## src/rtl/rx_fsync_pkg.sv

```systemverilog
package rx_fsync_pkg;
  typedef enum logic [1:0] {
    ST_LOS   = 2'b00,
    ST_XACQ  = 2'b01,
    ST_XSYNC = 2'b10,
    ST_HSYNC = 2'b11
  } fsync_state_e;

  typedef struct packed {
    logic         los;
    logic [2:0]   lcv;
    logic         hfn;
    logic         bfn;
    logic         alarm;
    logic [2:0]   cnt;
    fsync_state_e state;
  } fsync_status_t;
endpackage

```

## src/rtl/rx_fsync_pos.sv

```systemverilog
module rx_fsync_pos #(
  parameter int HF_LEN = 16
) (
  input  logic clk_i,
  input  logic rst_ni,
  input  logic clr_i,
  input  logic valid_i,
  output logic at_bnd_o
);
  localparam int POS_W = (HF_LEN > 1) ? $clog2(HF_LEN) : 1;
  localparam logic [POS_W-1:0] POS_LAST = POS_W'(HF_LEN - 1);

  logic [POS_W-1:0] pos_q;

  always_ff @(posedge clk_i or negedge rst_ni) begin
    if (!rst_ni)       pos_q <= '0;
    else if (clr_i)    pos_q <= '0;
    else if (valid_i)  pos_q <= (pos_q == POS_LAST) ? '0 : pos_q + 1'b1;
  end

  assign at_bnd_o = (pos_q == POS_LAST);

  assert_pos_range_R5: assert property (@(posedge clk_i) disable iff (!rst_ni)
    pos_q <= POS_LAST);
  assert_pos_hold_R11: assert property (@(posedge clk_i) disable iff (!rst_ni)
    (!valid_i && !clr_i) |=> $stable(pos_q));
endmodule

```

## src/rtl/rx_fsync_fsm.sv

```systemverilog
module rx_fsync_fsm
  import rx_fsync_pkg::*;
#(
  parameter int COMMA_RUN = 5
) (
  input  logic         clk_i,
  input  logic         rst_ni,
  input  logic         valid_i,
  input  logic         comma_i,
  input  logic         lcv_hit_i,
  input  logic         los_i,
  input  logic         at_bnd_i,
  output fsync_state_e state_o,
  output logic [2:0]   cnt_o,
  output logic         hfn_o,
  output logic         bfn_o,
  output logic         pos_clr_o
);
  localparam logic [2:0] RUN_LAST = 3'(COMMA_RUN - 1);
  localparam logic [2:0] RUN_FULL = 3'(COMMA_RUN);

  fsync_state_e state_q;
  logic [2:0]   cnt_q;
  logic         hfn_q, bfn_q;
  logic         misplaced;

  // comma off the boundary, or boundary without comma
  assign misplaced = valid_i && (comma_i != at_bnd_i);

  always_ff @(posedge clk_i or negedge rst_ni) begin
    if (!rst_ni) begin
      state_q <= ST_LOS;
      cnt_q   <= '0;
      hfn_q   <= 1'b0;
      bfn_q   <= 1'b0;
    end else if (los_i) begin
      state_q <= ST_LOS;
      cnt_q   <= '0;
      hfn_q   <= 1'b0;
      bfn_q   <= 1'b0;
    end else begin
      unique case (state_q)
        ST_LOS: begin
          if (valid_i) begin
            state_q <= ST_XACQ;
            cnt_q   <= '0;
          end
        end
        ST_XACQ: begin
          if (lcv_hit_i) begin
            cnt_q <= '0;
          end else if (valid_i && comma_i) begin
            if (cnt_q == RUN_LAST) begin
              state_q <= ST_XSYNC;
              cnt_q   <= RUN_FULL;
            end else begin
              cnt_q <= cnt_q + 1'b1;
            end
          end
        end
        ST_XSYNC: begin
          if (misplaced) begin
            state_q <= ST_XACQ;
            cnt_q   <= '0;
          end else if (valid_i && comma_i) begin
            state_q <= ST_HSYNC;
            hfn_q   <= 1'b1;
          end
        end
        default: begin
          if (misplaced) begin
            state_q <= ST_XACQ;
            cnt_q   <= '0;
            hfn_q   <= 1'b0;
            bfn_q   <= 1'b0;
          end else if (valid_i && comma_i) begin
            bfn_q <= 1'b1;
          end
        end
      endcase
    end
  end

  assign state_o   = state_q;
  assign cnt_o     = cnt_q;
  assign hfn_o     = hfn_q;
  assign bfn_o     = bfn_q;
  assign pos_clr_o = (state_q == ST_LOS) || (state_q == ST_XACQ);

  assert_cnt_bound_R3: assert property (@(posedge clk_i) disable iff (!rst_ni)
    cnt_q <= RUN_FULL);
  assert_sync_from_acq_R3: assert property (@(posedge clk_i) disable iff (!rst_ni)
    (state_q == ST_XSYNC && $past(state_q) != ST_XSYNC) |-> $past(state_q) == ST_XACQ);
  assert_hfn_in_hsync_R5: assert property (@(posedge clk_i) disable iff (!rst_ni)
    hfn_q |-> state_q == ST_HSYNC);
  assert_bfn_needs_hfn_R6: assert property (@(posedge clk_i) disable iff (!rst_ni)
    bfn_q |-> hfn_q);
  assert_los_forces_R8: assert property (@(posedge clk_i) disable iff (!rst_ni)
    los_i |=> (state_q == ST_LOS && cnt_q == '0 && !hfn_q && !bfn_q));
  assert_idle_char_R11: assert property (@(posedge clk_i) disable iff (!rst_ni)
    (!valid_i && !los_i && !lcv_hit_i) |=> ($stable(state_q) && $stable(cnt_q)));
endmodule

```

## src/rtl/rx_fsync_freq.sv

```systemverilog
module rx_fsync_freq #(
  parameter int FREQ_WIN = 64,
  parameter int FREQ_TOL = 4
) (
  input  logic clk_i,
  input  logic rst_ni,
  input  logic tick_i,
  output logic alarm_o
);
  localparam int WIN_W = (FREQ_WIN > 1) ? $clog2(FREQ_WIN) : 1;
  localparam int TCK_W = $clog2(FREQ_WIN + 1);
  localparam logic [WIN_W-1:0] WIN_LAST = WIN_W'(FREQ_WIN - 1);

  logic [WIN_W-1:0] win_q;
  logic [TCK_W-1:0] tck_q;
  logic [TCK_W-1:0] tck_total;
  logic             win_end;
  logic             alarm_q;

  assign win_end   = (win_q == WIN_LAST);
  assign tck_total = tck_q + TCK_W'(tick_i);

  always_ff @(posedge clk_i or negedge rst_ni) begin
    if (!rst_ni) begin
      win_q   <= '0;
      tck_q   <= '0;
      alarm_q <= 1'b0;
    end else if (win_end) begin
      win_q   <= '0;
      tck_q   <= '0;
      alarm_q <= (FREQ_WIN - int'(tck_total)) > FREQ_TOL;
    end else begin
      win_q <= win_q + 1'b1;
      tck_q <= tck_total;
    end
  end

  assign alarm_o = alarm_q;

  assert_alarm_at_window_R10: assert property (@(posedge clk_i) disable iff (!rst_ni)
    !win_end |=> $stable(alarm_q));
  assert_tick_bound_R10: assert property (@(posedge clk_i) disable iff (!rst_ni)
    int'(tck_q) <= FREQ_WIN);
endmodule

```

## src/rtl/rx_frame_sync.sv

```systemverilog
module rx_frame_sync
  import rx_fsync_pkg::*;
#(
  parameter int COMMA_RUN = 5,
  parameter int HF_LEN    = 16,
  parameter int FREQ_WIN  = 64,
  parameter int FREQ_TOL  = 4
) (
  input  logic        clk_i,
  input  logic        rst_ni,
  input  logic        char_valid_i,
  input  logic        comma_i,
  input  logic [2:0]  lcv_cnt_i,
  input  logic        los_i,
  input  logic        rec_tick_i,
  output logic [1:0]  state_o,
  output logic [2:0]  comma_cnt_o,
  output logic        hfn_lock_o,
  output logic        bfn_lock_o,
  output logic        freq_alarm_o,
  output logic [11:0] status_o
);
  fsync_state_e  state;
  logic [2:0]    cnt;
  logic          hfn, bfn, alarm, pos_clr, at_bnd;
  logic          los_q;
  logic [2:0]    lcv_q;
  fsync_status_t stat;

  rx_fsync_pos #(.HF_LEN(HF_LEN)) pos_i (
    .clk_i    (clk_i),
    .rst_ni   (rst_ni),
    .clr_i    (pos_clr),
    .valid_i  (char_valid_i),
    .at_bnd_o (at_bnd)
  );

  rx_fsync_fsm #(.COMMA_RUN(COMMA_RUN)) fsm_i (
    .clk_i     (clk_i),
    .rst_ni    (rst_ni),
    .valid_i   (char_valid_i),
    .comma_i   (comma_i),
    .lcv_hit_i (lcv_cnt_i != 3'd0),
    .los_i     (los_i),
    .at_bnd_i  (at_bnd),
    .state_o   (state),
    .cnt_o     (cnt),
    .hfn_o     (hfn),
    .bfn_o     (bfn),
    .pos_clr_o (pos_clr)
  );

  rx_fsync_freq #(.FREQ_WIN(FREQ_WIN), .FREQ_TOL(FREQ_TOL)) freq_i (
    .clk_i   (clk_i),
    .rst_ni  (rst_ni),
    .tick_i  (rec_tick_i),
    .alarm_o (alarm)
  );

  always_ff @(posedge clk_i or negedge rst_ni) begin
    if (!rst_ni) begin
      los_q <= 1'b0;
      lcv_q <= '0;
    end else begin
      los_q <= los_i;
      lcv_q <= lcv_cnt_i;
    end
  end

  always_comb begin
    stat.los   = los_q;
    stat.lcv   = lcv_q;
    stat.hfn   = hfn;
    stat.bfn   = bfn;
    stat.alarm = alarm;
    stat.cnt   = cnt;
    stat.state = state;
  end

  assign status_o     = stat;
  assign state_o      = state;
  assign comma_cnt_o  = cnt;
  assign hfn_lock_o   = hfn;
  assign bfn_lock_o   = bfn;
  assign freq_alarm_o = alarm;

  assert_los_flag_R9: assert property (@(posedge clk_i) disable iff (!rst_ni)
    los_i |=> status_o[11] && status_o[1:0] == 2'b00);
  assert_lcv_field_R9: assert property (@(posedge clk_i) disable iff (!rst_ni)
    1'b1 |=> status_o[10:8] == $past(lcv_cnt_i));
endmodule

```

## config.mk

```make
export PLATFORM = sky130hd
export DESIGN_NAME = rx_frame_sync
export DESIGN_NICKNAME = d
export VERILOG_FILES = /design/src/rtl/rx_fsync_pkg.sv /design/src/rtl/rx_fsync_pos.sv /design/src/rtl/rx_fsync_fsm.sv /design/src/rtl/rx_fsync_freq.sv /design/src/rtl/rx_frame_sync.sv
export SDC_FILE = /design/constraint.sdc
export NUM_CORES = 1
export LEC_CHECK = 0
export ABC_AREA = 0
export BUFFER_PORTS_ARGS = -buffer_cell sky130_fd_sc_hd__clkbuf_2
export CAP_MARGIN = 20
export CORE_MARGIN = 4
export CORE_UTILIZATION = 39
export DETAILED_ROUTE_END_ITERATION = 10
export PLACE_DENSITY = 0.64
export SYNTH_ARGS = -nofsm -noshare
export SYNTH_HDL_FRONTEND = slang
export SYNTH_HIERARCHICAL = 1
export SYNTH_SLANG_ARGS = --single-unit
```

## constraint.sdc

```tcl
create_clock -name clk_i -period 2.2 [get_ports clk_i]
set_clock_uncertainty 0.1 [all_clocks]
set_input_delay 0 -clock clk_i [delete_from_list [all_inputs] [get_ports clk_i]]
set_output_delay 0 -clock clk_i [all_outputs]
set_load 0.03 [all_outputs]
```

==> summary.txt, run 1 <==
Power and ir drop
  – Worst vdd ir: 334.1 uV
  – Power density relative to cell area: 812.8 nW/um^2
  – Design Power: 1549 uW
  – Leakage power: 0.0009000 uW

Worst setup path
  – Worst setup EP type: flop
  – Peak fanout along the critical path: 10
  – Arr. time, crit path: 1.91 ns
  – Max stage delay cell, worst path: sky130_fd_sc_hd__dfrtp_1
  – Class of the most critical setup path: flop to flop
  – Data required, critical path: 2.26 ns
  – Nature of the critical path startpoint: flop
  – Worst path cell trace: inv_1, ha_1, mux2i_1, a2111oi_0, nand2b_1, a21oi_1
  – Depth of the worst register-to-register path: 6
  – Maximum single-stage delay on the critical path: between 0.4 and 0.5 ns

Routing
  – Number of remaining DRC errors: 0
  – Drt wl/cell: about 13 um
  – Final wirelength: 3172 um
  – Routed vias/inst: between 5 and 6
  – First-iteration detailed-routing DRC count: 114
  – Count of TritonRoute iterations in the first routing pass: 4
  – Count of antenna-violating nets left after detailed routing: 0
  – Vias after detailed routing: 1,204

Worst hold path
  – Tightest Hold Check Type: primary input to flop
  – Number of cells on the worst hold path: 3

Timing
  – Setup TNS after final layout: 0 ns
  – Worst hold margin: around 0.11 ns
  – Final number of setup-violating endpoints: 0
  – Max-slew headroom at the worst pin: 53.29%
  – Setup repair after global routing missed its margin: no
  – Post-layout minimum cycle time: 1.851 ns
  – Share of the clock period used by the worst path after layout: between 80% and 90%
  – Final Max Tran Viols: 0
  – Final count of hold timing violations: 0
  – Slew at the pin with the worst max-slew slack: 0.7006 ns
  – Maximum operating frequency: around 540 MHz

Clock network
  – CTS sink count: 29
  – H-tree depth reported by CTS: 2
  – Clock tree from TritonCTS: yes
  – Clock root cell: sky130_fd_sc_hd__clkbuf_8
  – TritonCTS Buffers: 5
  – Maximum clock insertion buffer count: 2
  – Clock transition at the registers of the reported paths: 0.06 ns
  – Post CTS Setup Buffer Count: 0
  – Clock latency at the later pin of the worst-skew pair: 0.27 ns

Yosys
  – Share of Yosys cell area claimed by the top area cell type: 45.07%
  – Area leader, netlist: sky130_fd_sc_hd__dfrtp_1
  – Cell count after synthesis: roughly 160
  – Ranking of synthesized cells by area: sky130_fd_sc_hd__dfrtp_1, sky130_fd_sc_hd__ha_1, sky130_fd_sc_hd__buf_4, sky130_fd_sc_hd__xor2_1, sky130_fd_sc_hd__a21oi_1
  – Sequential element share of the synthesized area: 45.07%
  – Mean instance size in the synthesized netlist: 10.26 sq um
  – Number of synthesized flops with an enable pin: 0
  – Library cells used by synthesis: 43
  – Post-Synthesis Net Count: 176
  – Count of state elements after synthesis: 29
  – Async set-reset flop share out of synthesis: 100.0%
  – Post-synthesis instance area: 1610 sq um
  – Most used DFF post-synth: sky130_fd_sc_hd__dfrtp_1
  – Yosys warning total: 6

GRT
  – Via count of the first global-routing pass: 1,189
  – Wire length of the first global-routing pass: 5471 um
  – Overall track demand over capacity in global routing: 13.50%
  – Overall overflow remaining after global route: 0
  – Pin count of the biggest net entering global routing: 30
  – Number of antenna violations at the first check in global routing: 0

Finish
  – Antenna cells: 0
  – Share of cells above drive strength 1: about a quarter
  – Most common library cell in the layout ignoring fill and taps: sky130_fd_sc_hd__dfrtp_1
  – Commonest non-fill, non-tap cells in the layout: sky130_fd_sc_hd__dfrtp_1, sky130_fd_sc_hd__clkbuf_2, sky130_fd_sc_hd__nand2_1, sky130_fd_sc_hd__ha_1
  – Net count of the finished layout: between 200 and 250
  – Area Overhead vs Synth: 18.34%

Floorplan
  – Number of top-level design ports: 29
  – Standard-cell rows: 23
  – Initial Utilization: 40.26%
  – Area of the core: 4000 sq um
  – Die outline area: between 5000 and 6000 sq um
  – Die outline height: around 72 um
  – Die W: 72.26 um

Outcome
  – Result of the run: finished clean

Placement
  – HPWL after DPL: 2365 um
  – Final RePlAce weighted congestion: around 0.83
  – Count of input and output buffers: 28

Run
  – Max capacitance violation total: 0
## critical path, delay by kind of cell, from the launching register on
kind / cells / cell delay, ns
simple gates: 1 / 0.16
flops: 1 / 0.43
fa+ha+maj: 1 / 0.34
buf+inv: 1 / 0.10
compound gates: 2 / 0.46
mux: 1 / 0.15
## per-layer routing
layer | part of all wire [%] | wire, um | track usage [%] | vias up
met5 | 0 | 0 | 0 | -
met2 | 46 | 1469 | 21.13 | 36
li1 | - | - | - | 597
met3 | 5.9 | 187 | 5.125 | 2
met4 | 0.69 | 22 | 4.175 | 0
met1 | 47 | 1492 | 17.27 | 569
## metrics by stage
step / util [%] / cell area (sq um) / instances / worst slack [ns]
2_1_floorplan: - / 1610 / 157 / 0.3647
3_3_place_gp: 42.98 / 1719 / 222 / 0.4521
3_5_place_dp: 42.98 / 1719 / 222 / 0.3740
4_1_cts: 47.64 / 1906 / 237 / 0.3735
5_1_grt: 47.64 / 1906 / 237 / 0.1335
6_report: 47.64 / 1906 / 237 / 0.3490
## synth_stat cells, drive strengths merged (3+ instances only)
master	instances
dfrtp	29
buf	13
nand2	12
a21oi	10
ha	10
nor2	10
nand3	8
inv	7
xor2	7
o21ai	6
nand2b	5
and3	4
xnor2	4
mux2i	3
nor3	3
or3	3
## cell type report
| type | count | area (sq um) |
|---|---|---|
| Tap cell | 50 | 62.56 |
| Sequential cell | 29 | 725.7 |
| Inverter | 7 | 26.28 |
| Timing Repair Buffer | 35 | 210.2 |
| Clock buffer | 7 | 86.33 |
| Fill cell | 379 | 2095 |
| Clock inverter | 1 | 30.03 |
| Multi-Input combinational cell | 108 | 764.5 |
## report_power, final
part | total, uW | internal [uW] | switching (uW)
sequential | 679 | 604 | 74.6
clock | 571 | 369 | 202
combinational | 299 | 132 | 168
total | 1550 | 1100 | 444
## sequential cells by signal, summed over array words and instances (netlist names), 2 cells and up
signal	flops
fsm_i/cnt_o	3
lcv_q	3
pos_i/pos_q	4
fsm_i/state_o	2
freq_i/tck_q	7
freq_i/win_q	6
## what timing repair did
item                                   in CTS  in global routing
endpoints found under the hold margin      40                  0
hold buffers                                7                  0
gates resized for setup                     0                  0
## cell families (layout without fill, tap and decap cells)
group           Yosys count  after routing  share of synthesized area, %
simple gates             54             54                         18.65
compound gates           30             30                         12.28
flops                    29             29                         45.07
buf+inv                  20             50                         7.459
xor+xnor                 11             11                         6.916
fa+ha+maj                10             10                         7.770
mux                       3              3                         1.865
## path summary, 6_finish.rpt
path                                         startpoint                            to  slack, ns
min in group asynchronous                        rst_ni     freq_i/tck_q[4]$_DFF_PN0_       0.21
max in group asynchronous                        rst_ni     freq_i/tck_q[1]$_DFF_PN0_       1.34
setup / recovery           fsm_i/state_o[1]$_DFFE_PN0P_  fsm_i/state_o[0]$_DFFE_PN0P_       0.35
hold reg to reg               freq_i/win_q[4]$_DFF_PN0_     freq_i/win_q[4]$_DFF_PN0_       0.40
setup reg to reg           fsm_i/state_o[1]$_DFFE_PN0P_  fsm_i/state_o[0]$_DFFE_PN0P_       0.35
hold / removal                             char_valid_i       fsm_i/bfn_o$_DFFE_PN0P_       0.11
Power figures use the tool's default switching activity.
==> inputs of run 2 (changes only) <==
--- a/config.mk
+++ b/config.mk
@@ -11,7 +11,7 @@
 export CORE_MARGIN = 4
 export CORE_UTILIZATION = 39
 export DETAILED_ROUTE_END_ITERATION = 10
-export PLACE_DENSITY = 0.64
+export PLACE_DENSITY = 0.66
 export SYNTH_ARGS = -nofsm -noshare
 export SYNTH_HDL_FRONTEND = slang
 export SYNTH_HIERARCHICAL = 1
==> constraint.sdc (replaced) <==
create_clock -name clk_i -period 1.5 [get_ports clk_i]
set_clock_uncertainty 0.1 [all_clocks]
set_input_delay 0 -clock clk_i [delete_from_list [all_inputs] [get_ports clk_i]]
set_output_delay 0 -clock clk_i [all_outputs]
set_load 0.03 [all_outputs]
==> summary.txt, run 2 (synthesis results as in run 1) <==
Finish
  – Most common library cell in the layout ignoring fill and taps: sky130_fd_sc_hd__clkbuf_2
  – Area Overhead vs Synth: 34.27%
  – Top flop regs: freq_i/tck_q: 7 flops, freq_i/win_q: 6 flops, pos_i/pos_q: 4 flops
  – Antenna cells: 0 (unchanged)
  – Cell area after layout: 2162 sq um (+13%)
  – Max FFs per register: 7 (unchanged)
  – Commonest non-fill, non-tap cells in the layout: sky130_fd_sc_hd__clkbuf_2, sky130_fd_sc_hd__dfrtp_1, sky130_fd_sc_hd__buf_4, sky130_fd_sc_hd__nand2_1
  – Net count of the finished layout: 228 (+11%)
  – Most flops, register: freq_i/tck_q
  – Share of cells above drive strength 1: 40.19% (+17 points)

Clock network
  – Clock transition at the registers of the reported paths: 0.06 ns (about the same)
  – CTS sink count: 29 (unchanged)
  – TritonCTS Buffers: 5 (unchanged)
  – Clock tree from TritonCTS: yes
  – Clock root cell: sky130_fd_sc_hd__clkbuf_8
  – Clock latency at the later pin of the worst-skew pair: 0.28 ns (about the same)
  – Maximum clock insertion buffer count: 2 (unchanged)
  – H-tree depth reported by CTS: 2 (unchanged)

GRT
  – Pin count of the biggest net entering global routing: 15 (-50%)
  – Overall overflow remaining after global route: 0 (unchanged)
  – Number of antenna violations at the first check in global routing: 0 (unchanged)
  – Wire length of the first global-routing pass: 6078 um (+11%)
  – Via count of the first global-routing pass: 1,365 (+15%)
  – Overall track demand over capacity in global routing: 14.94% (+1.4 points)

Timing
  – Final count of hold timing violations: 0 (unchanged)
  – Share of the clock period used by the worst path after layout: 109.1% (+25 points)
  – Maximum operating frequency: 611.0 MHz (+13%)
  – Post-layout minimum cycle time: 1.637 ns (-0.2144 ns)
  – Setup repair after global routing missed its margin: yes
  – Final number of setup-violating endpoints: 7 (+7)
  – Slew at the pin with the worst max-slew slack: 0.3551 ns (-0.3455 ns)
  – Slack of the critical path: -0.1366 ns (-0.4856 ns)
  – Final Max Tran Viols: 0 (unchanged)
  – Max-slew headroom at the worst pin: 76.33% (+23 points)

Worst setup path
  – Arr. time, crit path: 1.70 ns (-0.21 ns)
  – Peak fanout along the critical path: 3 (-7)
  – Critical R2R Capture: fsm_i/state_o[0]$_DFFE_PN0P_
  – Depth of the worst register-to-register path: 6 (unchanged)
  – Data required, critical path: 1.56 ns (-0.70 ns)
  – Slack of the worst reg-to-reg path: -0.14 ns (-0.49 ns)
  – Worst setup EP type: flop
  – Nature of the critical path startpoint: flop
  – Start of the worst register-to-register path: fsm_i/state_o[0]$_DFFE_PN0P_
  – Class of the most critical setup path: flop to flop

Power and ir drop
  – Leakage power: 0.0009961 uW (+11%)
  – Power density relative to cell area: 1036 nW/um^2 (+28%)
  – Design Power: 2241 uW (+45%)
  – Worst vdd ir: 352.9 uV (+5.6%)

Floorplan
  – Number of top-level design ports: 29 (unchanged)
  – Initial Utilization: 40.26% (unchanged)
  – Die outline area: 5221 sq um (unchanged)
  – Standard-cell rows: 23 (unchanged)
  – Area of the core: 4000 sq um (unchanged)
  – Die outline height: 72.26 um (unchanged)
  – Die W: 72.26 um (unchanged)

Routing
  – Number of remaining DRC errors: 0 (unchanged)
  – First-iteration detailed-routing DRC count: 66 (-42%)
  – Count of antenna-violating nets left after detailed routing: 0 (unchanged)
  – Final wirelength: 3674 um (+16%)
  – Vias after detailed routing: 1,341 (+11%)
  – Drt wl/cell: 14.19 um (+6.0%)
  – Count of TritonRoute iterations in the first routing pass: 4 (unchanged)
  – Routed vias/inst: 5.178 (+1.9%)

Placement
  – Worst slack, placed: -0.1606 ns (-0.5346 ns)
  – Final RePlAce weighted congestion: 0.8996 (+7.8%)
  – HPWL after DPL: 2641 um (+12%)
  – Cell area after placement: 1902 sq um (+11%)
  – Count of input and output buffers: 28 (unchanged)

Run
  – Max capacitance violation total: 0 (unchanged)

Outcome
  – Result of the run: complete, but fails checks
  – Violated checks: negative setup slack

Worst hold path
  – Tightest Hold Check Type: primary input to async pin
-- run 2: cell type report --
class / count / area (sq um)
repair buffers: 58 / 384.1
well taps: 50 / 62.56
clock buffers: 7 / 86.33
flip-flops and latches: 29 / 728.2
multi-input cells: 108 / 872.1
inverters: 7 / 28.78
fillers: 356 / 1838
-- run 2: how the worst max path moves through the flow --
stage,startpoint,end
6_report,fsm_i/state_o[0]$_DFFE_PN0P_,fsm_i/state_o[0]$_DFFE_PN0P_
5_1_grt,pos_i/pos_q[0]$_DFFE_PN0P_,fsm_i/hfn_o$_DFFE_PN0P_
4_1_cts,fsm_i/state_o[0]$_DFFE_PN0P_,fsm_i/state_o[0]$_DFFE_PN0P_
3_5_place_dp,pos_i/pos_q[1]$_DFFE_PN0P_,fsm_i/state_o[0]$_DFFE_PN0P_
3_3_place_gp,pos_i/pos_q[1]$_DFFE_PN0P_,fsm_i/state_o[0]$_DFFE_PN0P_
2_1_floorplan,pos_i/pos_q[1]$_DFFE_PN0P_,fsm_i/state_o[0]$_DFFE_PN0P_
-- run 2: critical path, cell delays in order (launching register included) --
cell                        delay, ns
sky130_fd_sc_hd__dfrtp_2         0.41
sky130_fd_sc_hd__inv_2           0.07
sky130_fd_sc_hd__ha_4            0.18
sky130_fd_sc_hd__mux2i_4         0.19
sky130_fd_sc_hd__a2111oi_2       0.35
sky130_fd_sc_hd__nand2b_1        0.15
sky130_fd_sc_hd__a21oi_1         0.07
-- run 2: where the power goes --
group | internal (uW) | total (uW) | leakage, uW | switching, uW
logic | 284 | 588 | 0.000592 | 304
registers | 888 | 1010 | 0.000360 | 122
clock network | 363 | 643 | 0.0000443 | 280
-- run 2: metrics by stage --
step	TNS (ns)	hold WS, ns	cells	util, %
after global routing	-1.009	0.07552	259	54.05
after CTS	-0.4634	0.02619	256	52.42
after floorplan	-0.4875	-0.3956	157	-
after detailed placement	-0.5301	-0.1721	242	47.54
after global placement	-0.2466	-0.1853	242	47.54
final	-0.4998	0.06139	259	54.05
-- run 2: timing repair --
action                     in CTS  in global routing
hold endpoints to repair       40                  0
setup endpoints to repair       7                  8
pin swaps                       2                  5
hold buffers                    6                  0
resized for setup               7                  9
setup buffers                   1                  3
-- run 2: per-layer routing --
layer,share of wire (%),up-vias,global-route usage (%)
met5,0,-,0
met4,1.4,0,5.428
met3,4.6,6,4.294
met2,50,29,25.08
met1,44,661,18.19
li1,-,645,-
